$ cat config.mk
export PLATFORM = sky130hd
export DESIGN_NAME = i2c_bus_monitor
export DESIGN_NICKNAME = d
export VERILOG_FILES = /design/src/rtl/i2c_mon_pkg.sv /design/src/rtl/i2c_line_filter.sv /design/src/rtl/i2c_cond_detect.sv /design/src/rtl/i2c_bus_state.sv /design/src/rtl/i2c_bus_monitor.sv
export SDC_FILE = /design/constraint.sdc
export NUM_CORES = 1
export LEC_CHECK = 0
export BUFFER_PORTS_ARGS = -buffer_cell sky130_fd_sc_hd__clkbuf_2
export CORE_UTILIZATION = 41
export CTS_CLUSTER_SIZE = 10
export DETAILED_ROUTE_END_ITERATION = 10
export GPL_ROUTABILITY_DRIVEN = 0
export GPL_TIMING_DRIVEN = 0
export PLACE_DENSITY_LB_ADDON = 0.15
export SETUP_SLACK_MARGIN = 0.15
export SLEW_MARGIN = 0
export SYNTH_ARGS = -nofsm -noshare
export SYNTH_HDL_FRONTEND = slang
export SYNTH_SLANG_ARGS = --single-unit
$ cat constraint.sdc
create_clock -name clk -period 5 [get_ports clk]
set_clock_uncertainty 0.2 [all_clocks]
set_input_delay 0.25 -clock clk [delete_from_list [all_inputs] [get_ports clk]]
set_output_delay 0.25 -clock clk [all_outputs]
set_load 0.005 [all_outputs]
$ cat src/rtl/i2c_mon_pkg.sv
package i2c_mon_pkg;

  // Filtered line levels
  typedef struct packed {
    logic scl;
    logic sda;
  } bus_lines_t;

  // Combinational bus conditions
  typedef struct packed {
    logic start;
    logic stop;
  } bus_events_t;

endpackage

$ cat src/rtl/i2c_line_filter.sv
module i2c_line_filter #(
  parameter int SYNC_STAGES = 2,
  parameter int TAPS        = 3
) (
  input  logic clk,
  input  logic rst_n,
  input  logic enable,
  input  logic line_i,
  output logic line_o
);

  localparam int HALF = TAPS / 2;
  localparam int CW   = $clog2(TAPS + 1);

  logic [SYNC_STAGES-1:0] sync_q, sync_d;
  logic [TAPS-1:0]        hist_q, hist_d;
  logic [CW-1:0]          ones;

  always_comb begin
    sync_d = {sync_q[SYNC_STAGES-2:0], line_i};
    // history is held at idle-high while disabled
    hist_d = enable ? {hist_q[TAPS-2:0], sync_q[SYNC_STAGES-1]} : '1;
  end

  always_comb begin
    ones = '0;
    for (int i = 0; i < TAPS; i++) begin
      ones = ones + CW'(hist_q[i]);
    end
  end

  assign line_o = (ones > CW'(HALF));

  always_ff @(posedge clk or negedge rst_n) begin
    if (!rst_n) begin
      sync_q <= '1;
      hist_q <= '1;
    end else begin
      sync_q <= sync_d;
      hist_q <= hist_d;
    end
  end

  AST_IDLE_WHEN_OFF: assert property (@(posedge clk) disable iff (!rst_n)
    !$past(enable) |-> line_o);

endmodule

$ cat src/rtl/i2c_cond_detect.sv
module i2c_cond_detect
  import i2c_mon_pkg::*;
(
  input  logic        clk,
  input  logic        rst_n,
  input  logic        enable,
  input  bus_lines_t  lines_i,
  output bus_events_t events_o,
  output logic        start_det_o,
  output logic        stop_det_o
);

  bus_lines_t prev_q, prev_d;
  logic       start_q, start_d;
  logic       stop_q, stop_d;

  always_comb begin
    events_o.start = enable && prev_q.scl && lines_i.scl && prev_q.sda && !lines_i.sda;
    events_o.stop  = enable && prev_q.scl && lines_i.scl && !prev_q.sda && lines_i.sda;
    prev_d  = enable ? lines_i : '1;
    start_d = events_o.start;
    stop_d  = events_o.stop;
  end

  always_ff @(posedge clk or negedge rst_n) begin
    if (!rst_n) begin
      prev_q  <= '1;
      start_q <= 1'b0;
      stop_q  <= 1'b0;
    end else begin
      prev_q  <= prev_d;
      start_q <= start_d;
      stop_q  <= stop_d;
    end
  end

  assign start_det_o = start_q;
  assign stop_det_o  = stop_q;

  AST_START_ONE_CYCLE: assert property (@(posedge clk) disable iff (!rst_n)
    start_det_o |=> !start_det_o);
  AST_STOP_ONE_CYCLE: assert property (@(posedge clk) disable iff (!rst_n)
    stop_det_o |=> !stop_det_o);
  AST_NO_BOTH_EVENTS: assert property (@(posedge clk) disable iff (!rst_n)
    !(start_det_o && stop_det_o));

endmodule

$ cat src/rtl/i2c_bus_state.sv
module i2c_bus_state
  import i2c_mon_pkg::*;
(
  input  logic        clk,
  input  logic        rst_n,
  input  logic        enable,
  input  logic        init_free,
  input  logic        stop_irq_en,
  input  logic        start_req,
  input  logic        stop_req,
  input  logic        local_release,
  input  bus_events_t events_i,
  output logic        bus_busy,
  output logic        start_ok,
  output logic        engaged,
  output logic        stop_irq,
  output logic        start_pend,
  output logic        stop_pend
);

  logic en_q;
  logic busy_q, busy_d;
  logic eng_q, eng_d;
  logic hold_q, hold_d;
  logic irq_q, irq_d;
  logic spnd_q, spnd_d;
  logic ppnd_q, ppnd_d;
  logic accept;

  assign accept = enable && !spnd_q && !ppnd_q;

  always_comb begin
    busy_d = busy_q;
    if (!enable)             busy_d = 1'b0;
    else if (!en_q)          busy_d = !init_free;
    else if (events_i.start) busy_d = 1'b1;
    else if (events_i.stop)  busy_d = 1'b0;
  end

  always_comb begin
    hold_d = hold_q;
    eng_d  = eng_q;
    if (!enable) begin
      hold_d = 1'b0;
      eng_d  = 1'b0;
    end else if (local_release) begin
      hold_d = 1'b1;
      eng_d  = 1'b0;
    end else if (events_i.stop) begin
      hold_d = 1'b0;
      eng_d  = 1'b0;
    end else if (events_i.start && !hold_q) begin
      eng_d  = 1'b1;
    end
  end

  always_comb begin
    irq_d  = enable && events_i.stop && stop_irq_en;
    spnd_d = spnd_q;
    ppnd_d = ppnd_q;
    if (!enable) begin
      spnd_d = 1'b0;
      ppnd_d = 1'b0;
    end else begin
      if (spnd_q && events_i.start)     spnd_d = 1'b0;
      else if (accept && start_req)     spnd_d = 1'b1;
      if (ppnd_q && events_i.stop)      ppnd_d = 1'b0;
      else if (accept && stop_req && !start_req) ppnd_d = 1'b1;
    end
  end

  always_ff @(posedge clk or negedge rst_n) begin
    if (!rst_n) begin
      en_q   <= 1'b0;
      busy_q <= 1'b0;
      eng_q  <= 1'b0;
      hold_q <= 1'b0;
      irq_q  <= 1'b0;
      spnd_q <= 1'b0;
      ppnd_q <= 1'b0;
    end else begin
      en_q   <= enable;
      busy_q <= busy_d;
      eng_q  <= eng_d;
      hold_q <= hold_d;
      irq_q  <= irq_d;
      spnd_q <= spnd_d;
      ppnd_q <= ppnd_d;
    end
  end

  assign bus_busy   = busy_q;
  assign start_ok   = enable && !busy_q;
  assign engaged    = eng_q;
  assign stop_irq   = irq_q;
  assign start_pend = spnd_q;
  assign stop_pend  = ppnd_q;

  AST_ENABLE_INIT: assert property (@(posedge clk) disable iff (!rst_n)
    (enable && !en_q) |=> (bus_busy == !$past(init_free)));
  AST_OFF_CLEARS: assert property (@(posedge clk) disable iff (!rst_n)
    !enable |=> (!bus_busy && !engaged && !start_pend && !stop_pend && !stop_irq));
  AST_SINGLE_PENDING: assert property (@(posedge clk) disable iff (!rst_n)
    !(start_pend && stop_pend));
  AST_PEND_NO_NEW: assert property (@(posedge clk) disable iff (!rst_n)
    (start_pend && enable) |=> !stop_pend);
  AST_RELEASE_DROPS: assert property (@(posedge clk) disable iff (!rst_n)
    (local_release && enable) |=> !engaged);
  AST_IRQ_MASKED: assert property (@(posedge clk) disable iff (!rst_n)
    (!stop_irq_en && en_q) |=> !stop_irq);

endmodule

$ cat src/rtl/i2c_bus_monitor.sv
module i2c_bus_monitor
  import i2c_mon_pkg::*;
#(
  parameter int SYNC_STAGES = 2,
  parameter int FILT_TAPS   = 3
) (
  input  logic clk,
  input  logic rst_n,
  input  logic enable,
  input  logic init_free,
  input  logic stop_irq_en,
  input  logic start_req,
  input  logic stop_req,
  input  logic local_release,
  input  logic sda_i,
  input  logic scl_i,
  output logic bus_busy,
  output logic start_ok,
  output logic start_det,
  output logic stop_det,
  output logic stop_irq,
  output logic engaged,
  output logic start_pend,
  output logic stop_pend
);

  localparam int NLINES = 2;

  logic [NLINES-1:0] raw_lines;
  logic [NLINES-1:0] clean_lines;
  bus_lines_t        lines;
  bus_events_t       events;

  assign raw_lines = {scl_i, sda_i};

  for (genvar g = 0; g < NLINES; g++) begin : g_filt
    i2c_line_filter #(
      .SYNC_STAGES(SYNC_STAGES),
      .TAPS       (FILT_TAPS)
    ) u_filt (
      .clk   (clk),
      .rst_n (rst_n),
      .enable(enable),
      .line_i(raw_lines[g]),
      .line_o(clean_lines[g])
    );
  end

  assign lines.sda = clean_lines[0];
  assign lines.scl = clean_lines[1];

  i2c_cond_detect u_det (
    .clk        (clk),
    .rst_n      (rst_n),
    .enable     (enable),
    .lines_i    (lines),
    .events_o   (events),
    .start_det_o(start_det),
    .stop_det_o (stop_det)
  );

  i2c_bus_state u_state (
    .clk          (clk),
    .rst_n        (rst_n),
    .enable       (enable),
    .init_free    (init_free),
    .stop_irq_en  (stop_irq_en),
    .start_req    (start_req),
    .stop_req     (stop_req),
    .local_release(local_release),
    .events_i     (events),
    .bus_busy     (bus_busy),
    .start_ok     (start_ok),
    .engaged      (engaged),
    .stop_irq     (stop_irq),
    .start_pend   (start_pend),
    .stop_pend    (stop_pend)
  );

  AST_START_SETS_BUSY: assert property (@(posedge clk) disable iff (!rst_n)
    start_det |-> bus_busy);
  AST_STOP_CLEARS_BUSY: assert property (@(posedge clk) disable iff (!rst_n)
    stop_det |-> !bus_busy);
  AST_IRQ_WITH_STOP: assert property (@(posedge clk) disable iff (!rst_n)
    stop_irq |-> stop_det);

endmodule

==> impl_metrics.yaml, run 1 <==
floorplanning:
  core_um2: 1960
  die_height_um: 47.8
  fp-row-count: 16
  io_pins: 18
  fp.dieW_um: 47.8
  initial_utilization_pct: 43.7
  dieArea_um2: 2280
synth:
  syn_area_per_cell_um2: 13.2
  synthesis.area_um2: 858
  ys_ff_latch: 21
  ys_types: 27
  syn-num-nets: 77
  synth_cells: 65
  synth_edf_count: 0
  yosysSeqAreaShare_pct: 63.0
  synth_flop_cell: "dfstp_2"
  yosysWarnings: 0
  synthArstFlopShare_pct: 100
critical_path:
  cp_data_required_time_ps: 4550
  reg2regPathDepth: 4
  r2r_slack_ps: 3250
  setup.worst_path.start: "enable"
  arrival_ps: 1510
  startpoint_type: "input pin"
  crit_fanout: 10
  endpoint: "start_ok"
  crit_type: "in2out"
  end_kind: "output port"
  r2r_end: "u_state.start_pend"
  r2r_start: "g_filt[0].u_filt.hist_q[0]"
detailed_routing:
  vias_per_cell: 4.83
  drt_pre_antenna_iters: 4
  drc: 0
  antenna_left: 0
  drt_iter0_drc: 8
  wirelength_um: 1460
  wire_per_inst_um: 12.2
  vias: 580
power:
  power_frac_seq_pct: 61.7
  clkPwrFrac_pct: 25.8
  pwr-share-comb_pct: 12.6
  switchingPower_uw: 72.6
  internal-power_uw: 233
  power_uw: 305
  p_leak_uw: 0.000475
  p_per_area_nw_per_um2: 284
  swShare_pct: 23.8
  vdd_drop_max_mv: 0.146
global_routing:
  grt.overflow.total: 0
  grt_pass1_wl_um: 2520
  antenna_found_initial: 0
  grt_pass1_vias: 596
  grt_max_degree: 22
  track_usage_pct: 16.1
clocking:
  clkLatencyLatePin_ps: 300
  cts_htree_levels: 1
  numCtsBuffers: 3
  cts.sinks: 21
  cts_tree: "yes"
  cts_resized: 0
  cts-root-buf: "clkbuf_4"
  clk_pin_slew_ps: 110
  cts_buffer_depth: 2
  postCtsSetupBuffers: 0
final_layout:
  fin_nets: 106
  postLayoutCellArea_um2: 1070
  layout-drive-gt1-share_pct: 40.9
  antenna_cells: 0
  final_common_cell: "clkbuf_2"
  final_cell_mix: "clkbuf_2 (17), dfstp_2 (12), dfrtp_1 (9)"
  regArea_um2: 541
  syn_to_final_growth_pct: 25.1
  nFillCells: 193
  multiInputGateArea_um2: 294
timing:
  drv_slew: 0
  layout_setup_ws_ps: 3040
  worst_pin_slew_ps: 491
  tns_ps: 0
  period_minus_slack_ps: 1960
  clock.fmax_mhz: 511
  setup_viol: 0
  hold_viol_final: 0
  slew-limit-headroom_pct: 67.3
  finalCritPeriodShare_pct: 39.2
  rsz0062_at_grt: "no"
place:
  numPortBuffers: 17
  dpl_cell_area_um2: 977
  pre_cts_ws_ps: 3250
  hpwlAfterDp_um: 1040
min_path:
  worstHoldPathType: "in2reg"
run:
  drv_cap: 0
status:
  status: "complete, no violations"
==> registers in the layout, summed over array words and instances (netlist names) <==
signal	count
u_state.start_pend	1
u_state.engaged	1
u_state.stop_pend	1
u_det.prev_q	2
u_det.start_det_o	1
g_filt.u_filt.hist_q	6
u_state.bus_busy	1
u_state.hold_q	1
u_state.stop_irq	1
g_filt.u_filt.sync_q	4
u_state.en_q	1
u_det.stop_det_o	1
==> logic make-up (layout without fill, tap and decap cells) <==
logic type | after synthesis | in the layout | share of synthesized area (%)
simple gates | 28 | 28 | 22.2
buf+inv | 4 | 32 | 2.77
compound gates | 10 | 10 | 9.18
fa+ha+maj | 2 | 2 | 2.91
flops | 21 | 21 | 63.0
==> metrics by stage <==
stage          util [%]  instances  hold slack [ps]
6_report           54.7        120             47.7
5_1_grt            54.7        120             55.0
4_1_cts            54.7        120             39.2
3_5_place_dp       49.8        109             36.1
3_3_place_gp       49.8        109             37.7
2_1_floorplan         -         65             -246
==> routing by layer <==
layer | global-route usage, % | vias to the layer above | routed length, um
li1 | - | 279 | -
met1 | 21.0 | 286 | 659
met2 | 26.2 | 11 | 728
met3 | 3.40 | 4 | 48
met4 | 6.67 | 0 | 23
met5 | 0 | - | 0
==> power groups by stage <==
stage                     Combinational [uW]  Clock (uW)  Sequential (uW)
after CTS                               39.2        83.8              188
after floorplan                         20.0           0              190
after global placement                  34.0           0              191
after detailed placement                34.9           0              191
final                                   38.4        78.7              188
after global routing                    43.7        90.4              190
==> what timing repair did <==
action | in CTS | in global routing
hold buffers | 7 | 0
setup endpoints to repair | 0 | 0
hold endpoints to repair | 16 | 0
==> final cells by class <==
type	instances	share of cell area [%]
plain buffers	2	1.52
clock buffers	4	2.45
inverters	2	0.699
multi-input cells	40	27.4
flip-flops and latches	21	50.3
well taps	27	3.15
repair buffers	24	14.5
==> Yosys cell counts, types with 2 or more instances <==
cell       n  area (um^2)
dfrtp_1    9          225
nand2b_1   6         37.5
and2_1     2         12.5
nor2b_1    2         12.5
inv_1      2         7.51
dfstp_2   12          315
o21ai_0    3         15.0
or2b_1     3         22.5
ha_1       2         25.0
nor3_1     2         10.0
nand2_1    6         22.5
==> worst max-delay path, cell delays in order <==
cell	delay (ps)
dlygate4sd3_1	530
clkbuf_2	110
buf_6	130
buf_2	220
nor2b_1	150
clkbuf_2	120
==> worst min path at each step <==
stage	cells past startpoint	to	slack, ps	startpoint
4_1_cts	4	u_state.stop_pend	40	start_req
6_report	4	u_state.stop_pend	50	start_req
5_1_grt	4	u_state.bus_busy	50	init_free
3_5_place_dp	1	u_state.bus_busy	40	rst_n
2_1_floorplan	0	u_det.start_det_o	-250	rst_n
3_3_place_gp	1	u_state.bus_busy	40	rst_n
No activity file was read; power rests on OpenSTA's default activity.
==> inputs of run 2 (changes only) <==
- ABC_AREA: not set -> 1
- clock period: 5 -> 1.9 ns (I/O delays scaled with it)
==> run 2 against run 1 <==
  * Sequential power rose to 2.6 times the previous value
  * Combinational power grew to 2.7 times the previous value
  * Critical path depth is 1 higher
  * Critical endpoint is now u_state.bus_busy
  * First-iteration DRC count is 63% lower
==> impl_metrics.yaml, run 2 <==
status:
  status: "complete, no violations"
power:
  swShare_pct: 23.5
  vdd_drop_max_mv: 0.541
  clkPwrFrac_pct: 25.6
  pwr-share-comb_pct: 13.0
  p_per_area_nw_per_um2: 747
  switchingPower_uw: 187
  power_frac_seq_pct: 61.4
  internal-power_uw: 608
  power_uw: 795
  p_leak_uw: 0.000532
min_path:
  worstHoldPathType: "in2async"
final_layout:
  final_cell_mix: "clkbuf_2 (17), dfstp_2 (12), nand2_1 (11)"
  syn_to_final_growth_pct: 28.7
  antenna_cells: 0
  largest_reg_flops: 6
  multiInputGateArea_um2: 246
  fin_nets: 116
  layout-drive-gt1-share_pct: 43.7
  postLayoutCellArea_um2: 1060
  final_common_cell: "clkbuf_2"
  regArea_um2: 541
  nFillCells: 174
  top_regs: "g_filt.u_filt.hist_q x6, g_filt.u_filt.sync_q x4, u_det.prev_q x2"
  regMostFlops: "g_filt.u_filt.hist_q"
timing:
  tns_ps: 0
  period_minus_slack_ps: 1620
  slew-limit-headroom_pct: 67.5
  rsz0062_at_grt: "no"
  worst_pin_slew_ps: 488
  clock.fmax_mhz: 616
  layout_setup_ws_ps: 277
  setup_viol: 0
  hold_viol_final: 0
  drv_slew: 0
  finalCritPeriodShare_pct: 85.4
synth:
  yosysWarnings: 0
  syn-num-nets: 85
  synth_top_area_share_pct: 38.1
  synth_compound_area_share_pct: 3.63
  yosys-top-cells-area: "dfstp_2 (38%), dfrtp_1 (27%), nand2_1 (5.0%)"
  yosysSeqAreaShare_pct: 65.4
  synth_mux_area_share_pct: 0
  synth_fa_ha_area_share_pct: 3.03
  synth_flop_cell: "dfstp_2"
  synthesis.area_um2: 827
  synth_top_family_by_area: "simple AND/OR/NAND/NOR gates"
  synthArstFlopShare_pct: 100
  synthSimpleGateAreaFrac_pct: 22.5
  synth_cells: 73
  ys_top_cells_by_count: "dfstp_2 (12), nand2_1 (11), dfrtp_1 (9), inv_1 (8)"
  yosys.area.top_type: "dfstp_2"
  ys_types: 18
  yosysMostFrequentCell: "dfstp_2"
  ys_ff_latch: 21
  syn_area_per_cell_um2: 11.3
  synth_edf_count: 0
  synthXorXnorAreaFrac_pct: 0
detailed_routing:
  wire_per_inst_um: 9.62
  drt_pre_antenna_iters: 3
  drc: 0
  vias_per_cell: 4.43
  drt_iter0_drc: 3
  antenna_left: 0
  vias: 567
  wirelength_um: 1230
critical_path:
  crit_type: "reg2reg"
  cp_data_required_time_ps: 1890
  end_kind: "flip-flop"
  arrival_ps: 1620
  r2r_end: "u_state.bus_busy"
  r2r_start: "g_filt[0].u_filt.hist_q[0]"
  reg2regPathDepth: 7
  startpoint_type: "flip-flop"
  r2r_slack_ps: 280
  crit_fanout: 5
floorplanning:
  dieArea_um2: 2200
  fp.dieW_um: 46.9
  io_pins: 18
  initial_utilization_pct: 45.9
  core_um2: 1800
  die_height_um: 46.9
  fp-row-count: 15
clocking:
  numCtsBuffers: 3
  cts_tree: "yes"
  clkLatencyLatePin_ps: 290
  postCtsSetupBuffers: 0
  cts-root-buf: "clkbuf_4"
  cts_buffer_depth: 2
  cts.sinks: 21
  clk_pin_slew_ps: 110
  cts_htree_levels: 1
run:
  drv_cap: 0
global_routing:
  grt_max_degree: 22
  grt.overflow.total: 0
  grt-busiest-layer: "met2"
  track_usage_pct: 13.9
  globalRouteMet2Util_pct: 21.7
  grt_util_met1_pct: 18.1
  grtUsageMet3_pct: 2.31
  grt_pass1_wl_um: 2050
  grt_pass1_vias: 523
  antenna_found_initial: 0
place:
  pre_cts_ws_ps: 222
  hpwlAfterDp_um: 869
  dpl_cell_area_um2: 943
  numPortBuffers: 17
-- run 2: cell count changes in the layout (fill, tap and decap cells not counted), moves of 3 or more --
cell      before  now
inv_1          2    8
nand2b_1       6    0
nor2_1         0    6
or2_2          0    6
nand2_1        6   11
nand3_1        0    5
o21ai_1        0    3
or2b_1         3    0
-- run 2: repair_timing --
action	CTS	global route
hold buffers	9	0
setup endpoints to repair	0	1
resized for setup	0	2
endpoints found under the hold margin	32	0
-- run 2: cell type report --
| class | count | area share [%] |
|---|---|---|
| well taps | 25 | 2.94 |
| inverters | 9 | 3.17 |
| repair buffers | 26 | 16.5 |
| clock buffers | 4 | 2.47 |
| flip-flops and latches | 21 | 50.8 |
| plain buffers | 1 | 1.06 |
| multi-input cells | 42 | 23.1 |
-- run 2: critical path, cell delays in order, from the launching register on --
cell and delay (ps):
dfstp_2 550, ha_1 220, nand2_1 110, nand3_2 130
nor2_8 160, nor2_1 50, nand3_1 70, nand2_1 50
-- run 2: metrics by stage --
stage               utilization (%)  hold slack, ps  cells
floorplan                         -            -401     73
global placement               52.4            -118    115
detailed placement             52.4            -114    115
CTS                            58.8            85.8    128
global route                   59.1             146    128
finish                         59.1            81.6    128
-- run 2: power by group through the flow --
stage	Combinational (uW)	Clock, uW	Sequential (uW)
global placement	88.0	0	495
detailed placement	89.8	0	496
floorplan	51.4	0	495
finish	103	203	488
global route	119	231	491
CTS	104	219	488
-- run 2: layer usage --
| layer | vias up | share of wire, % |
|---|---|---|
| li1 | 287 | - |
| met1 | 267 | 49 |
| met2 | 11 | 47 |
| met3 | 2 | 3.3 |
| met4 | 0 | 0.97 |
| met5 | - | 0 |
-- run 2: kinds of logic (layout without fill, tap and decap cells) --
kind of cell / Yosys count / count (layout)
AOI/OAI and AO/OA: 6 / 6
adders and majority gates: 2 / 2
DFF: 21 / 21
and+or+nand+nor: 34 / 34
buffers and inverters: 10 / 40
-- run 2: how the worst max path moves through the flow --
stage,from,to,slack [ps],depth (start not counted)
CTS,g_filt[0].u_filt.hist_q[0],u_state.bus_busy,210,7
global route,g_filt[0].u_filt.hist_q[0],u_state.bus_busy,160,7
finish,g_filt[0].u_filt.hist_q[0],u_state.bus_busy,280,7
floorplan,g_filt[0].u_filt.hist_q[0],u_state.bus_busy,310,7
detailed placement,g_filt[0].u_filt.hist_q[0],u_state.bus_busy,220,7
global placement,g_filt[0].u_filt.hist_q[0],u_state.bus_busy,240,7
==> inputs of run 3 (changes only) <==
- ABC_AREA: 1 -> not set
- GPL_TIMING_DRIVEN: 0 -> 1
- PLACE_DENSITY: not set -> 0.61
- PLACE_DENSITY_LB_ADDON: 0.15 -> not set
==> run 3 against run 2 <==
  * Flip-flop and latch count unchanged
  * Combinational power is 14% higher
  * Sequential share of layout area decreased by 3.2 points
  * Critical endpoint is now u_state.start_pend
  * Largest cell class unchanged
  * Routed wire length increased by 24%
  * Die area increased by 3.6%
  * Via count rose by 1.4%
  * Register-to-register slack lost 70 ps
  * Maximum frequency shrank 4.1%
  * Setup slack got worse by 68 ps
  * Core utilization is 1.2 points lower
  * First-iteration DRC count up 130%
  * Highest routed layer unchanged
==> impl_metrics.yaml, run 3 (synthesized netlist as in run 1, its figures left out) <==
floorplanning:
  initial_utilization_pct: 43.7
  fp.dieW_um: 47.8
  dieArea_um2: 2280
  die_height_um: 47.8
  io_pins: 18
  core_um2: 1960
  fp-row-count: 16
timing:
  finalCritPeriodShare_pct: 89.0
  rsz0062_at_grt: "no"
  tns_ps: 0
  period_minus_slack_ps: 1690
  slew-limit-headroom_pct: 67.6
  drv_slew: 0
  layout_setup_ws_ps: 209
  setup_viol: 0
  hold_viol_final: 0
  clock.fmax_mhz: 591
  worst_pin_slew_ps: 487
global_routing:
  grt_max_degree: 22
  grt_pass1_wl_um: 2270
  grt.overflow.total: 0
  track_usage_pct: 15.4
  antenna_found_initial: 0
  grt_pass1_vias: 506
final_layout:
  fin_nets: 110
  fin_cells: 124
  layout-drive-gt1-share_pct: 42.3
  regMostFlops: "g_filt.u_filt.hist_q"
  top_regs: "g_filt.u_filt.hist_q x6, g_filt.u_filt.sync_q x4, u_det.prev_q x2"
  largest_reg_flops: 6
  antenna_cells: 0
  final_cell_mix: "clkbuf_2 (17), dfstp_2 (12), dlygate4sd3_1 (10)"
  syn_to_final_growth_pct: 32.4
  final_common_cell: "clkbuf_2"
  postLayoutCellArea_um2: 1140
place:
  pre_cts_ws_ps: 190
  dpl_cell_area_um2: 961
  numPortBuffers: 17
  dp.cells: 107
  hpwlAfterDp_um: 910
critical_path:
  crit_type: "reg2reg"
  crit_fanout: 6
  cp_data_required_time_ps: 1900
  arrival_ps: 1690
  end_kind: "flip-flop"
  startpoint_type: "flip-flop"
run:
  drv_cap: 0
power:
  p_per_area_nw_per_um2: 721
  p_leak_uw: 0.000497
  vdd_drop_max_mv: 0.435
clocking:
  cts_buffer_depth: 2
  cts_htree_levels: 1
  cts-root-buf: "clkbuf_4"
  cts.sinks: 21
  clk_pin_slew_ps: 110
  cts_tree: "yes"
  clkLatencyLatePin_ps: 300
  numCtsBuffers: 3
status:
  status: "complete, no violations"
detailed_routing:
  drt_pre_antenna_iters: 4
  drc: 0
  wirelength_um: 1530
  vias_per_cell: 4.64
  drt_iter0_drc: 7
  antenna_left: 0
  vias: 575
  wire_per_inst_um: 12.3
min_path:
  worstHoldPathType: "in2reg"
## run 3: cell types whose count changed in the layout (fill, tap and decap cells not counted), sizes merged, moves of 3 or more
cell    delta
or2b       +3
inv        -7
or2        -6
nand2      -5
nand2b     +6
nand3      -6
nor2       -9
## run 3: final timing paths
kind / startpoint / end / slack, ps / cells after the start
setup / recovery: g_filt[0].u_filt.hist_q[0] / u_state.start_pend / 210 / 4
hold / removal: enable / u_state.hold_q / 5 / 3
setup reg to reg: g_filt[0].u_filt.hist_q[0] / u_state.start_pend / 210 / 4
hold reg to reg: g_filt[0].u_filt.sync_q[0] / g_filt[0].u_filt.sync_q[1] / 160 / 0
max in group asynchronous: rst_n / g_filt[1].u_filt.hist_q[0] / 1070 / 2
min in group asynchronous: rst_n / u_det.start_det_o / 70 / 2
## run 3: worst max-delay path: stages (launching register included)
cell and delay [ps]:
dfstp_2 570, ha_4 210, a21oi_4 230, nand4_1 150, a31o_1 230
## run 3: power breakdown
group | switching (uW) | internal [uW] | leakage, uW
Combinational | 55.0 | 61.8 | 0.000237
Sequential | 18.5 | 479 | 0.000245
Clock | 123 | 81.8 | 0.0000150
Total | 196 | 623 | 0.000497
## run 3: per-stage QoR
step | hold WS [ps] | power, uW | util [%]
floorplan | -401 | 553 | -
global route | 47.2 | 871 | 57.9
detailed placement | -117 | 590 | 49.0
global placement | -114 | 588 | 49.0
finish | 5.27 | 819 | 57.9
CTS | 2.58 | 814 | 55.4
## run 3: final cells by class
type,instances,area (um^2)
fill,182,826
clock buffer,4,26.3
inverter,2,7.51
timing repair buffer,30,208
multi-input combinational,40,320
sequential,21,541
tap,27,33.8
## run 3: per-layer routing
metal / routed length, um / global-route usage, %
met1: 686 / 22.1
met2: 796 / 20.5
met3: 25 / 4.53
met4: 18 / 8.89
met5: 0 / 0
## run 3: repair_timing
item | 4_1_cts | 5_1_grt
gates resized for setup | 0 | 4
buffers inserted | 0 | 3
hold endpoints to repair | 33 | 1
endpoints found under the setup margin | 0 | 3
hold buffers | 10 | 1
